## src/rtl/imc_pkg.sv

```systemverilog
package imc_pkg;
  localparam int CFG_W      = 32;
  localparam int CNT_W      = 3;
  localparam int TMR_W      = 4;
  localparam int CYC_BIT    = 31;
  localparam int TX_TMR_LSB = 27;
  localparam int TX_CNT_LSB = 24;
  localparam int RX_TMR_LSB = 20;
  localparam int RX_CNT_LSB = 17;
  localparam int CM_BIT     = 16;
  localparam int NUM_LANES  = 2;
  localparam int LANE_RX    = 0;
  localparam int LANE_TX    = 1;

  // Strobes from control to datapath
  typedef struct packed {
    logic                 unitTick;
    logic                 clear;
    logic [NUM_LANES-1:0] mitEn;
  } imcStrobe_t;
endpackage

```

## src/rtl/imc_lane.sv

```systemverilog
module imc_lane
  import imc_pkg::*;
#(
  parameter int LCNT_W = CNT_W,
  parameter int LTMR_W = TMR_W,
  parameter int SUB_W  = 0
) (
  input  logic              clk,
  input  logic              rstN,
  input  logic              done,
  input  logic              unitTick,
  input  logic              clear,
  input  logic              mitEn,
  input  logic [LCNT_W-1:0] cntThr,
  input  logic [LTMR_W-1:0] tmrThr,
  output logic              irq,
  output logic              fireMit
);
  logic [LCNT_W-1:0] pktCnt;
  logic [LTMR_W-1:0] elapsed;
  logic              active;
  logic              subWrap;
  logic              cntHit;
  logic              tmrHit;
  logic              passThru;
  logic              flush;
  logic [LCNT_W:0]   cntNext;
  logic [LTMR_W:0]   tmrNext;

  assign cntNext  = {1'b0, pktCnt} + 1'b1;
  assign tmrNext  = {1'b0, elapsed} + 1'b1;
  assign cntHit   = done && (cntThr != '0) && (cntNext == {1'b0, cntThr});
  assign tmrHit   = active && (tmrThr != '0) && unitTick && subWrap &&
                    (tmrNext == {1'b0, tmrThr});
  assign fireMit  = mitEn && (cntHit || tmrHit);
  assign passThru = !mitEn && done;
  assign flush    = clear || fireMit || !mitEn;

  // Optional coarse prescale of the timer
  generate
    if (SUB_W > 0) begin : g_sub
      logic [SUB_W-1:0] subCnt;
      always_ff @(posedge clk) begin
        if (!rstN) subCnt <= '0;
        else if (flush || !active) subCnt <= '0;
        else if (unitTick) subCnt <= subCnt + 1'b1;
      end
      assign subWrap = &subCnt;
    end else begin : g_nosub
      assign subWrap = 1'b1;
    end
  endgenerate

  always_ff @(posedge clk) begin
    if (!rstN) begin
      irq     <= 1'b0;
      pktCnt  <= '0;
      elapsed <= '0;
      active  <= 1'b0;
    end else begin
      irq <= fireMit || passThru;
      if (flush) begin
        pktCnt  <= '0;
        elapsed <= '0;
        active  <= 1'b0;
      end else begin
        if (done && (cntThr != '0)) pktCnt <= pktCnt + 1'b1;
        if (done && (tmrThr != '0)) active <= 1'b1;
        if (active && unitTick && subWrap) elapsed <= elapsed + 1'b1;
      end
    end
  end

  a_r2_pass_through: assert property (@(posedge clk) disable iff (!rstN)
    (!mitEn && done) |=> irq);
  a_r3_cnt_bound: assert property (@(posedge clk) disable iff (!rstN)
    (mitEn && (cntThr != '0)) |-> (pktCnt < cntThr));
  a_r5_tmr_bound: assert property (@(posedge clk) disable iff (!rstN)
    (mitEn && active) |-> (elapsed < tmrThr));
  a_r4_no_early: assert property (@(posedge clk) disable iff (!rstN)
    (mitEn && (cntThr == '0) && !active) |=> !irq);
endmodule

```

## src/rtl/imc_dp.sv

```systemverilog
module imc_dp
  import imc_pkg::*;
#(
  parameter int TX_SUB_W = 4
) (
  input  logic                            clk,
  input  logic                            rstN,
  input  imcStrobe_t                      strobe,
  input  logic [NUM_LANES-1:0]            done,
  input  logic [NUM_LANES-1:0][CNT_W-1:0] cntThr,
  input  logic [NUM_LANES-1:0][TMR_W-1:0] tmrThr,
  output logic [NUM_LANES-1:0]            irq,
  output logic [NUM_LANES-1:0]            fireMit
);
  generate
    for (genvar i = 0; i < NUM_LANES; i++) begin : g_lane
      localparam int SW = (i == LANE_TX) ? TX_SUB_W : 0;
      imc_lane #(
        .LCNT_W(CNT_W),
        .LTMR_W(TMR_W),
        .SUB_W (SW)
      ) i_lane (
        .clk     (clk),
        .rstN    (rstN),
        .done    (done[i]),
        .unitTick(strobe.unitTick),
        .clear   (strobe.clear),
        .mitEn   (strobe.mitEn[i]),
        .cntThr  (cntThr[i]),
        .tmrThr  (tmrThr[i]),
        .irq     (irq[i]),
        .fireMit (fireMit[i])
      );
    end
  endgenerate
endmodule

```

## src/rtl/imc_ctrl.sv

```systemverilog
module imc_ctrl
  import imc_pkg::*;
#(
  parameter int DIV_LOG2 = 3
) (
  input  logic                            clk,
  input  logic                            rstN,
  input  logic                            baseTick,
  input  logic                            cfgWrEn,
  input  logic [CFG_W-1:0]                cfgWrData,
  input  logic [NUM_LANES-1:0]            fireMit,
  output imcStrobe_t                      strobe,
  output logic [CFG_W-1:0]                cfgWord,
  output logic [NUM_LANES-1:0][CNT_W-1:0] cntThr,
  output logic [NUM_LANES-1:0][TMR_W-1:0] tmrThr
);
  logic [DIV_LOG2-1:0]  pre;
  logic [NUM_LANES-1:0] armed;

  assign cntThr[LANE_RX] = cfgWord[RX_CNT_LSB +: CNT_W];
  assign cntThr[LANE_TX] = cfgWord[TX_CNT_LSB +: CNT_W];
  assign tmrThr[LANE_RX] = cfgWord[RX_TMR_LSB +: TMR_W];
  assign tmrThr[LANE_TX] = cfgWord[TX_TMR_LSB +: TMR_W];

  assign strobe.unitTick = cfgWord[CYC_BIT] ? (baseTick && (&pre)) : baseTick;
  assign strobe.clear    = cfgWrEn;

  always_ff @(posedge clk) begin
    if (!rstN) begin
      cfgWord <= '0;
      pre     <= '0;
    end else if (cfgWrEn) begin
      cfgWord <= cfgWrData;
      pre     <= '0;
    end else if (baseTick) begin
      pre <= pre + 1'b1;
    end
  end

  generate
    for (genvar i = 0; i < NUM_LANES; i++) begin : g_arm
      assign strobe.mitEn[i] = armed[i] && ((cntThr[i] != '0) || (tmrThr[i] != '0));

      always_ff @(posedge clk) begin
        if (!rstN) armed[i] <= 1'b0;
        else if (cfgWrEn) armed[i] <= 1'b1;
        else if (fireMit[i] && !cfgWord[CM_BIT]) armed[i] <= 1'b0;
      end

      a_r8_oneshot_disarm: assert property (@(posedge clk) disable iff (!rstN)
        (fireMit[i] && !cfgWord[CM_BIT] && !cfgWrEn) |=> !strobe.mitEn[i]);
    end
  endgenerate

  a_r9_readback: assert property (@(posedge clk) disable iff (!rstN)
    cfgWrEn |=> (cfgWord == $past(cfgWrData)));
  a_r7_no_back_to_back: assert property (@(posedge clk) disable iff (!rstN)
    (cfgWord[CYC_BIT] && strobe.unitTick && !cfgWrEn) |=> !strobe.unitTick);
endmodule

```

## src/rtl/irq_moderator.sv

```systemverilog
module irq_moderator
  import imc_pkg::*;
#(
  parameter int DIV_LOG2 = 3,
  parameter int TX_SUB_W = 4
) (
  input  logic             clk,
  input  logic             rstN,
  input  logic             baseTick,
  input  logic             rxDone,
  input  logic             txDone,
  input  logic             cfgWrEn,
  input  logic [CFG_W-1:0] cfgWrData,
  output logic [CFG_W-1:0] cfgRdData,
  output logic             rxIrq,
  output logic             txIrq
);
  imcStrobe_t                      strobe;
  logic [NUM_LANES-1:0][CNT_W-1:0] cntThr;
  logic [NUM_LANES-1:0][TMR_W-1:0] tmrThr;
  logic [NUM_LANES-1:0]            fireMit;
  logic [NUM_LANES-1:0]            irq;
  logic [NUM_LANES-1:0]            done;

  assign done[LANE_RX] = rxDone;
  assign done[LANE_TX] = txDone;
  assign rxIrq = irq[LANE_RX];
  assign txIrq = irq[LANE_TX];

  imc_ctrl #(.DIV_LOG2(DIV_LOG2)) i_ctrl (
    .clk      (clk),
    .rstN     (rstN),
    .baseTick (baseTick),
    .cfgWrEn  (cfgWrEn),
    .cfgWrData(cfgWrData),
    .fireMit  (fireMit),
    .strobe   (strobe),
    .cfgWord  (cfgRdData),
    .cntThr   (cntThr),
    .tmrThr   (tmrThr)
  );

  imc_dp #(.TX_SUB_W(TX_SUB_W)) i_dp (
    .clk    (clk),
    .rstN   (rstN),
    .strobe (strobe),
    .done   (done),
    .cntThr (cntThr),
    .tmrThr (tmrThr),
    .irq    (irq),
    .fireMit(fireMit)
  );
endmodule

```

## config.mk

```make
export PLATFORM = sky130hd
export DESIGN_NAME = irq_moderator
export DESIGN_NICKNAME = d
export VERILOG_FILES = /design/src/rtl/imc_pkg.sv /design/src/rtl/imc_lane.sv /design/src/rtl/imc_dp.sv /design/src/rtl/imc_ctrl.sv /design/src/rtl/irq_moderator.sv
export SDC_FILE = /design/constraint.sdc
export NUM_CORES = 1
export LEC_CHECK = 0
export ABC_CLOCK_PERIOD_IN_PS = 1600
export BUFFER_PORTS_ARGS = -buffer_cell sky130_fd_sc_hd__buf_2
export CAP_MARGIN = 20
export CORE_MARGIN = 4
export CORE_UTILIZATION = 25
export CTS_BUF_LIST = sky130_fd_sc_hd__clkbuf_4
export DETAILED_ROUTE_END_ITERATION = 12
export GPL_ROUTABILITY_DRIVEN = 0
export PLACE_DENSITY = 0.52
export SKIP_CTS_REPAIR_TIMING = 1
export SLEW_MARGIN = 20
export SYNTH_ARGS = -nofsm -noshare
export SYNTH_HDL_FRONTEND = slang
export SYNTH_SLANG_ARGS = --single-unit
```

## constraint.sdc

```tcl
create_clock -name clk -period 1.6 [get_ports clk]
set_input_delay 0.08 -clock clk [delete_from_list [all_inputs] [get_ports clk]]
set_output_delay 0.08 -clock clk [all_outputs]
set_load 0.01 [all_outputs]
```

==> reports/qor.txt, run 1 <==
Worst Path Buf+Inv: 1
Reg clk slew, reported paths: 0.11 ns
Slowest CP cell: xor3_1
Largest area contributor in the netlist: dfxtp_1
Root Driver: clkbuf_4
Layout cells sized above 1: 40.0%
RSZ-0062 raised after global routing: true
Post-placement cell count: 500
Power Density: 792 nW/um2
Top fanout value on the critical path: 8
Setup TNS after final layout: -1.09 ns
Crit Path Class: reg -> reg
P&R area growth vs syn: 55.8%
Clk sinks: 59
Global-route wire length before repair: 11.2 mm
Tightest Hold Check Type: in -> reg
Static Leak: 1.81 nW
Post-synth cell types: 35
Slew at the pin closest to its max-slew limit: 0.421 ns
Post-synthesis register bit count: 59
Worst skew pair latency: 0.40 ns
Die area: 12500 um2
Synth Cell Area: 2690 um2
Critical Path End Type: register
I/O Buffers: 71
Tot GR Track Use: 10.9%
Largest net degree at the start of global routing: 20
Overall power: 3.31 mW
ANT nets after route: 0
Routed WL: 6.97 mm
Arrival time at the worst endpoint: 1.99 ns
Top post-synthesis cells by area: dfxtp_1, mux2i_1, nor2b_1, xnor2_1, xor2_1
Area share of the leading cell type in the synthesized netlist: 44.0%
Setup WS post-layout: -0.102 ns
YS warnings: 0
Violated checks: setup timing
Number of flops mapped to enable cells by yosys: 0
Uppermost layer routed: met4
Drt first pass iters: 4
Post-synth top cells: dfxtp_1, mux2i_1, nor2b_1
Initial drt markers: 42
Critical path required time: 1.89 ns
Drt wl/cell: 12.6 um
Peak VDD IR: 0.382 mV
Initial core utilization: 25.8%
Clock buffer depth: 2
Syn_nets: 313
Hold depth: 3
Synth Flop Type: dfxtp_1
Crit path cell chain: ha_4 -> xor3_1 -> nor4_4 -> nand4_1 -> buf_6 -> nand4_4 -> nor2_1
# setup viols final: 16
Num rows: 37
Status: finished with violations
WL met3: 373 um
Count leader, synth: dfxtp_1
Filler Cell Count: 1037
Post-layout util: 40.2%
Vias per std cell: 4.33
Hold_ws: 0.00928 ns
Core area: 10400 um2
Initial antenna violation count: 0
Minimum clock period: 1.70 ns
Max Clk Rate: 0.588 GHz
Post-synthesis async set-or-reset flop share: 0%
DR vias: 2397
Sequential cell area fraction in the yosys report: 44.0%
Clock buffers created by TritonCTS: 9
Vias in the first global route: 2395
Reg2reg path depth: 7
Die height: 112 um
Final Hold Viols: 0
CP startpoint kind: register
Post-Synthesis Cells: 268
Num ports: 72
CP Depth: 7
H-Tree Depth: 3
Post-DP HPWL: 4.94 mm
CP max stage delay: 0.44 ns
Maxcap violations: 0
Post-synthesis area per instance: 10.0 um2
Setup Skew: 0.0125 ns
Non-Filler Instances: 554
Nets: 458
GR Overflow Total: 0
Cell family with most CP delay: simple AND/OR/NAND/NOR gates
Met2 wire length: 3.42 mm
Diode count: 0
DRT met1 WL: 3.05 mm
Die Wd: 112 um
Period utilization: 106%
TritonCTS clock tree: built
Drc violations: 0
Max-slew violations: 0
Relative slew slack: 71.8%
==> cell families (layout without fill, tap and decap cells) <==
family	after synthesis	count (layout)	share of synthesized area, %
AOI/OAI and AO/OA	24	24	6.66
xor gates and xnor gates	29	29	10.0
adders and majority gates	7	7	3.26
buffers and inverters	11	161	1.72
DFF	59	59	44.0
muxes	38	38	14.2
and+or+nand+nor	100	100	20.2
==> state kept, by name, indices dropped and copies added (netlist names) <==
| name | count |
|---|---|
| i_dp.g_lane.i_lane.g_sub.subCnt | 4 |
| i_ctrl.armed | 2 |
| i_dp.g_lane.i_lane.elapsed | 8 |
| i_dp.g_lane.i_lane.irq | 2 |
| i_ctrl.cfgWord | 32 |
| i_dp.g_lane.i_lane.pktCnt | 6 |
| i_dp.g_lane.i_lane.active | 2 |
| i_ctrl.pre | 3 |
==> metal layers <==
layer	vias to the layer above	track usage [%]
li1	1216	-
met1	1105	13.1
met2	62	18.1
met3	14	4.13
met4	0	3.49
met5	-	0
==> layout make-up <==
type	count	area, um2	area share, %
Clock buffer	9	67.6	1.61
Clock inverter	7	92.6	2.21
Inverter	2	7.51	0.179
Multi-Input combinational cell	198	1660	39.6
Sequential cell	59	1200	28.6
Tap cell	136	170	4.07
Timing Repair Buffer	143	995	23.8
==> placed cells by master (no fill, tap or decap), types with 3 or more instances in the layout <==
master | netlist | layout
clkinvlp_4 | 0 | 3
nand2_1 | 11 | 11
dfxtp_2 | 0 | 12
a21oi_1 | 6 | 5
nor2_1 | 25 | 20
or4_4 | 2 | 3
dlygate4sd3_1 | 0 | 35
clkbuf_4 | 0 | 9
buf_4 | 0 | 34
buf_2 | 4 | 71
nor3_1 | 5 | 5
nor2b_1 | 37 | 36
dfxtp_1 | 59 | 47
nand3_1 | 6 | 6
buf_6 | 0 | 3
xor2_1 | 11 | 10
ha_4 | 0 | 6
o21ai_0 | 6 | 3
nor2_2 | 0 | 5
mux2i_1 | 38 | 38
xnor2_1 | 17 | 16
==> power by group <==
| part | leakage (nW) | internal (mW) | switching [mW] |
|---|---|---|---|
| clock | 0.0779 | 0.627 | 0.580 |
| combinational | 1.24 | 0.301 | 0.234 |
| sequential | 0.489 | 1.53 | 0.0427 |
==> worst reg2reg max path, cell delays in order (launching register included) <==
cell and delay (ns):
dfxtp_2 0.37, ha_4 0.14, xor3_1 0.44, nor4_4 0.16, nand4_1 0.15, buf_6 0.16, nand4_4 0.12, nor2_1 0.07
==> path summary, 6_finish.rpt <==
kind	from	endpoint	slack (ns)
worst min-delay path	txDone	i_dp.g_lane[1].i_lane.active$_SDFFE_PP0P_	0.009
worst max register to register	i_dp.g_lane[1].i_lane.elapsed[0]$_SDFFE_PP0P_	i_dp.g_lane[1].i_lane.active$_SDFFE_PP0P_	-0.10
worst max-delay path	i_dp.g_lane[1].i_lane.elapsed[0]$_SDFFE_PP0P_	i_dp.g_lane[1].i_lane.active$_SDFFE_PP0P_	-0.10
worst min register to register	i_dp.g_lane[1].i_lane.g_sub.subCnt[1]$_SDFFE_PP0N_	i_dp.g_lane[1].i_lane.g_sub.subCnt[1]$_SDFFE_PP0N_	0.49
==> through the flow <==
stage | cell area, um2 | setup slack, ns
2_1_floorplan | 2700 | -0.0820
3_3_place_gp | 3440 | -0.124
3_5_place_dp | 3440 | -0.221
4_1_cts | 3600 | -0.243
5_1_grt | 4190 | -0.193
6_report | 4190 | -0.102
Note: power is estimated with default switching activity, not from simulation.
==> run 2, diff against run 1 <==
--- a/config.mk
+++ b/config.mk
@@ -17,3 +17,4 @@
 export SKIP_CTS_REPAIR_TIMING = 1
-export SLEW_MARGIN = 20
+export SKIP_LAST_GASP = 1
+export SLEW_MARGIN = 0
 export SYNTH_ARGS = -nofsm -noshare
--- a/constraint.sdc
+++ b/constraint.sdc
@@ -3,2 +3,2 @@
 set_output_delay 0.08 -clock clk [all_outputs]
-set_load 0.01 [all_outputs]
+set_load 0.02 [all_outputs]
==> run 2 against run 1 <==
Effect of this change: the run still ends with setup timing left; non-clock buffer count is 2 lower; flip-flop and latch count is the same; clock power down 14%; critical path type unchanged; critical endpoint is now i_dp.g_lane[1].i_lane.elapsed[0]$_SDFFE_PP0P_; highest routed layer unchanged.
==> reports/qor.txt, run 2 (synthesized netlist as in run 1, its figures left out) <==
# setup viols final: 23 (was 16)
Drc violations: 0 (unchanged)
Num ports: 72 (unchanged)
Critical R2R Launch: i_ctrl.cfgWord[27]$_SDFFE_PN0P_ (was i_dp.g_lane[1].i_lane.elapsed[0]$_SDFFE_PP0P_)
Dpl ws: -0.263 ns (was -0.221 ns)
Slew at the pin closest to its max-slew limit: 0.371 ns (was 0.421 ns)
Crit path capture: i_dp.g_lane[1].i_lane.elapsed[0]$_SDFFE_PP0P_ (was i_dp.g_lane[1].i_lane.active$_SDFFE_PP0P_)
Tot GR Track Use: 10.7% (was 10.9%)
Most frequent cells in the layout: buf_2, dfxtp_1, mux2i_1 (unchanged)
Violated checks: setup timing (unchanged)
DR vias: 2404 (was 2397)
Vias per std cell: 4.36 (was 4.33)
Number of flip-flops in the largest register: 32 (unchanged)
Core area: 10400 um2 (unchanged)
Max Clk Rate: 0.579 GHz (was 0.588 GHz)
Largest Register: i_ctrl.cfgWord (unchanged)
Max-slew violations: 0 (unchanged)
Clk sinks: 59 (unchanged)
Largest registers: i_ctrl.cfgWord: 32 flops, i_dp.g_lane.i_lane.elapsed: 8 flops, i_dp.g_lane.i_lane.pktCnt: 6 flops (unchanged)
Critical Path End Type: register (unchanged)
Clock buffers created by TritonCTS: 9 (unchanged)
Reg clk slew, reported paths: 0.11 ns (about the same)
Crit Path Class: reg -> reg (unchanged)
Setup WS post-layout: -0.126 ns (was -0.102 ns)
Arrival time at the worst endpoint: 2.02 ns (was 1.99 ns)
Most common cell after layout, fill and taps aside: buf_2 (unchanged)
Worst Setup SP: i_ctrl.cfgWord[27]$_SDFFE_PN0P_ (was i_dp.g_lane[1].i_lane.elapsed[0]$_SDFFE_PP0P_)
Die Wd: 112 um (unchanged)
Power Density: 774 nW/um2 (was 792 nW/um2)
Reg2reg path depth: 5 (was 7)
Root Driver: clkbuf_4 (unchanged)
Initial antenna violation count: 0 (unchanged)
Static Leak: 1.79 nW (was 1.81 nW)
DRT met1 WL: 3.12 mm (was 3.05 mm)
WL met3: 345 um (was 373 um)
Die area: 12500 um2 (unchanged)
Drt first pass iters: 6 (was 4)
Initial drt markers: 36 (was 42)
Final Hold Viols: 0 (unchanged)
Vias in the first global route: 2294 (was 2395)
I/O Buffers: 71 (unchanged)
Setup TNS after final layout: -1.59 ns (was -1.09 ns)
CP startpoint kind: register (unchanged)
Relative slew slack: 75.2% (was 71.8%)
Slowest CP cell: or4_4 (was xor3_1)
Flop2flop setup slack: -0.13 ns (was -0.10 ns)
Drt wl/cell: 12.7 um (was 12.6 um)
CP max stage delay: 0.54 ns (was 0.44 ns)
RSZ-0062 raised after global routing: true (unchanged)
Top fanout value on the critical path: 8 (unchanged)
H-Tree Depth: 3 (unchanged)
Initial core utilization: 25.8% (unchanged)
Routed WL: 7.02 mm (was 6.97 mm)
TritonCTS clock tree: built (unchanged)
Met2 wire length: 3.44 mm (was 3.42 mm)
Clock buffer depth: 2 (unchanged)
P&R area growth vs syn: 52.7% (was 55.8%)
Critical path required time: 1.90 ns (was 1.89 ns)
Status: finished with violations (unchanged)
Crit path cell chain: or4_4 -> o41a_1 -> buf_4 -> nand4_4 -> nor2_1 (was ha_4 -> xor3_1 -> nor4_4 -> nand4_1 -> buf_6 -> nand4_4 -> nor2_1)
Post-DP HPWL: 4.88 mm (was 4.94 mm)
Uppermost layer routed: met4 (unchanged)
Num rows: 37 (unchanged)
Crit Reg-Reg Endpoint: i_dp.g_lane[1].i_lane.elapsed[0]$_SDFFE_PP0P_ (was i_dp.g_lane[1].i_lane.active$_SDFFE_PP0P_)
Maxcap violations: 0 (unchanged)
Nets: 456 (was 458)
Peak VDD IR: 0.425 mV (was 0.382 mV)
Minimum clock period: 1.73 ns (was 1.70 ns)
Die height: 112 um (unchanged)
Period utilization: 108% (was 106%)
GR Overflow Total: 0 (unchanged)
Diode count: 0 (unchanged)
Layout cells sized above 1: 38.5% (was 40.0%)
Global-route wire length before repair: 10.8 mm (was 11.2 mm)
Setup Skew: 0.0132 ns (was 0.0125 ns)
Worst skew pair latency: 0.41 ns (was 0.40 ns)
Largest net degree at the start of global routing: 21 (was 20)
ANT nets after route: 0 (unchanged)
Tightest Hold Check Type: in -> reg (unchanged)
run 2: changes by cell type in the layout (fill, tap and decap cells not counted), sizes merged:
cell,before,now
clkinvlp,3,1
clkbuf,9,10
clkinv,2,4
bufinv,2,1
buf,108,107
dlygate4sd3,35,34
run 2: how the worst min path moves through the flow:
stage                                                               endpoint           from  depth (start not counted)
after CTS                                     i_ctrl.cfgWord[0]$_SDFFE_PN0P_   cfgWrData[0]                          3
final                     i_dp.g_lane[1].i_lane.g_sub.subCnt[1]$_SDFFE_PP0N_       baseTick                          3
after detailed placement                     i_ctrl.cfgWord[21]$_SDFFE_PN0P_  cfgWrData[21]                          3
after global routing      i_dp.g_lane[1].i_lane.g_sub.subCnt[1]$_SDFFE_PP0N_       baseTick                          3
after global placement                       i_ctrl.cfgWord[14]$_SDFFE_PN0P_  cfgWrData[14]                          3
after floorplan                    i_dp.g_lane[0].i_lane.active$_SDFFE_PP0P_         rxDone                          2
run 2: through the flow:
step           area, um2  utilization, %  cells  power [mW]  hold slack [ns]
4_1_cts             3550            34.1    513        3.15           -0.115
6_report            4100            39.4    552        3.17           0.0157
3_3_place_gp        3420            32.8    497        2.06            0.335
5_1_grt             4100            39.4    552        3.36         0.000950
2_1_floorplan       2700               -    268        1.88            0.218
3_5_place_dp        3420            32.8    497        2.07            0.342
run 2: critical path: cells and delay by family (launching register included):
kind | cells | cell delay (ns)
AO/OA/AOI/OAI | 1 | 0.37
buffers and inverters | 1 | 0.16
flip-flops | 1 | 0.33
AND/OR/NAND/NOR | 3 | 0.75
run 2: report_power, final:
group	internal [mW]	switching (mW)	leakage (nW)
clock	0.481	0.561	0.0736
sequential	1.53	0.0432	0.488
combinational	0.292	0.269	1.23
total	2.30	0.874	1.79
run 2: layer usage:
metal / GRT usage [%] / up-vias
met5: 0 / -
met2: 17.5 / 57
met3: 3.75 / 12
li1: - / 1207
met1: 12.9 / 1128
met4: 3.89 / 0
run 2: cell type report:
cell class / instances / area (um2)
Multi-Input combinational cell: 198 / 1630
Tap cell: 136 / 170
Clock buffer: 10 / 75.1
Timing Repair Buffer: 141 / 970
Clock inverter: 6 / 56.3
Sequential cell: 59 / 1200
Fill cell: 1059 / 6310
Inverter: 2 / 7.51
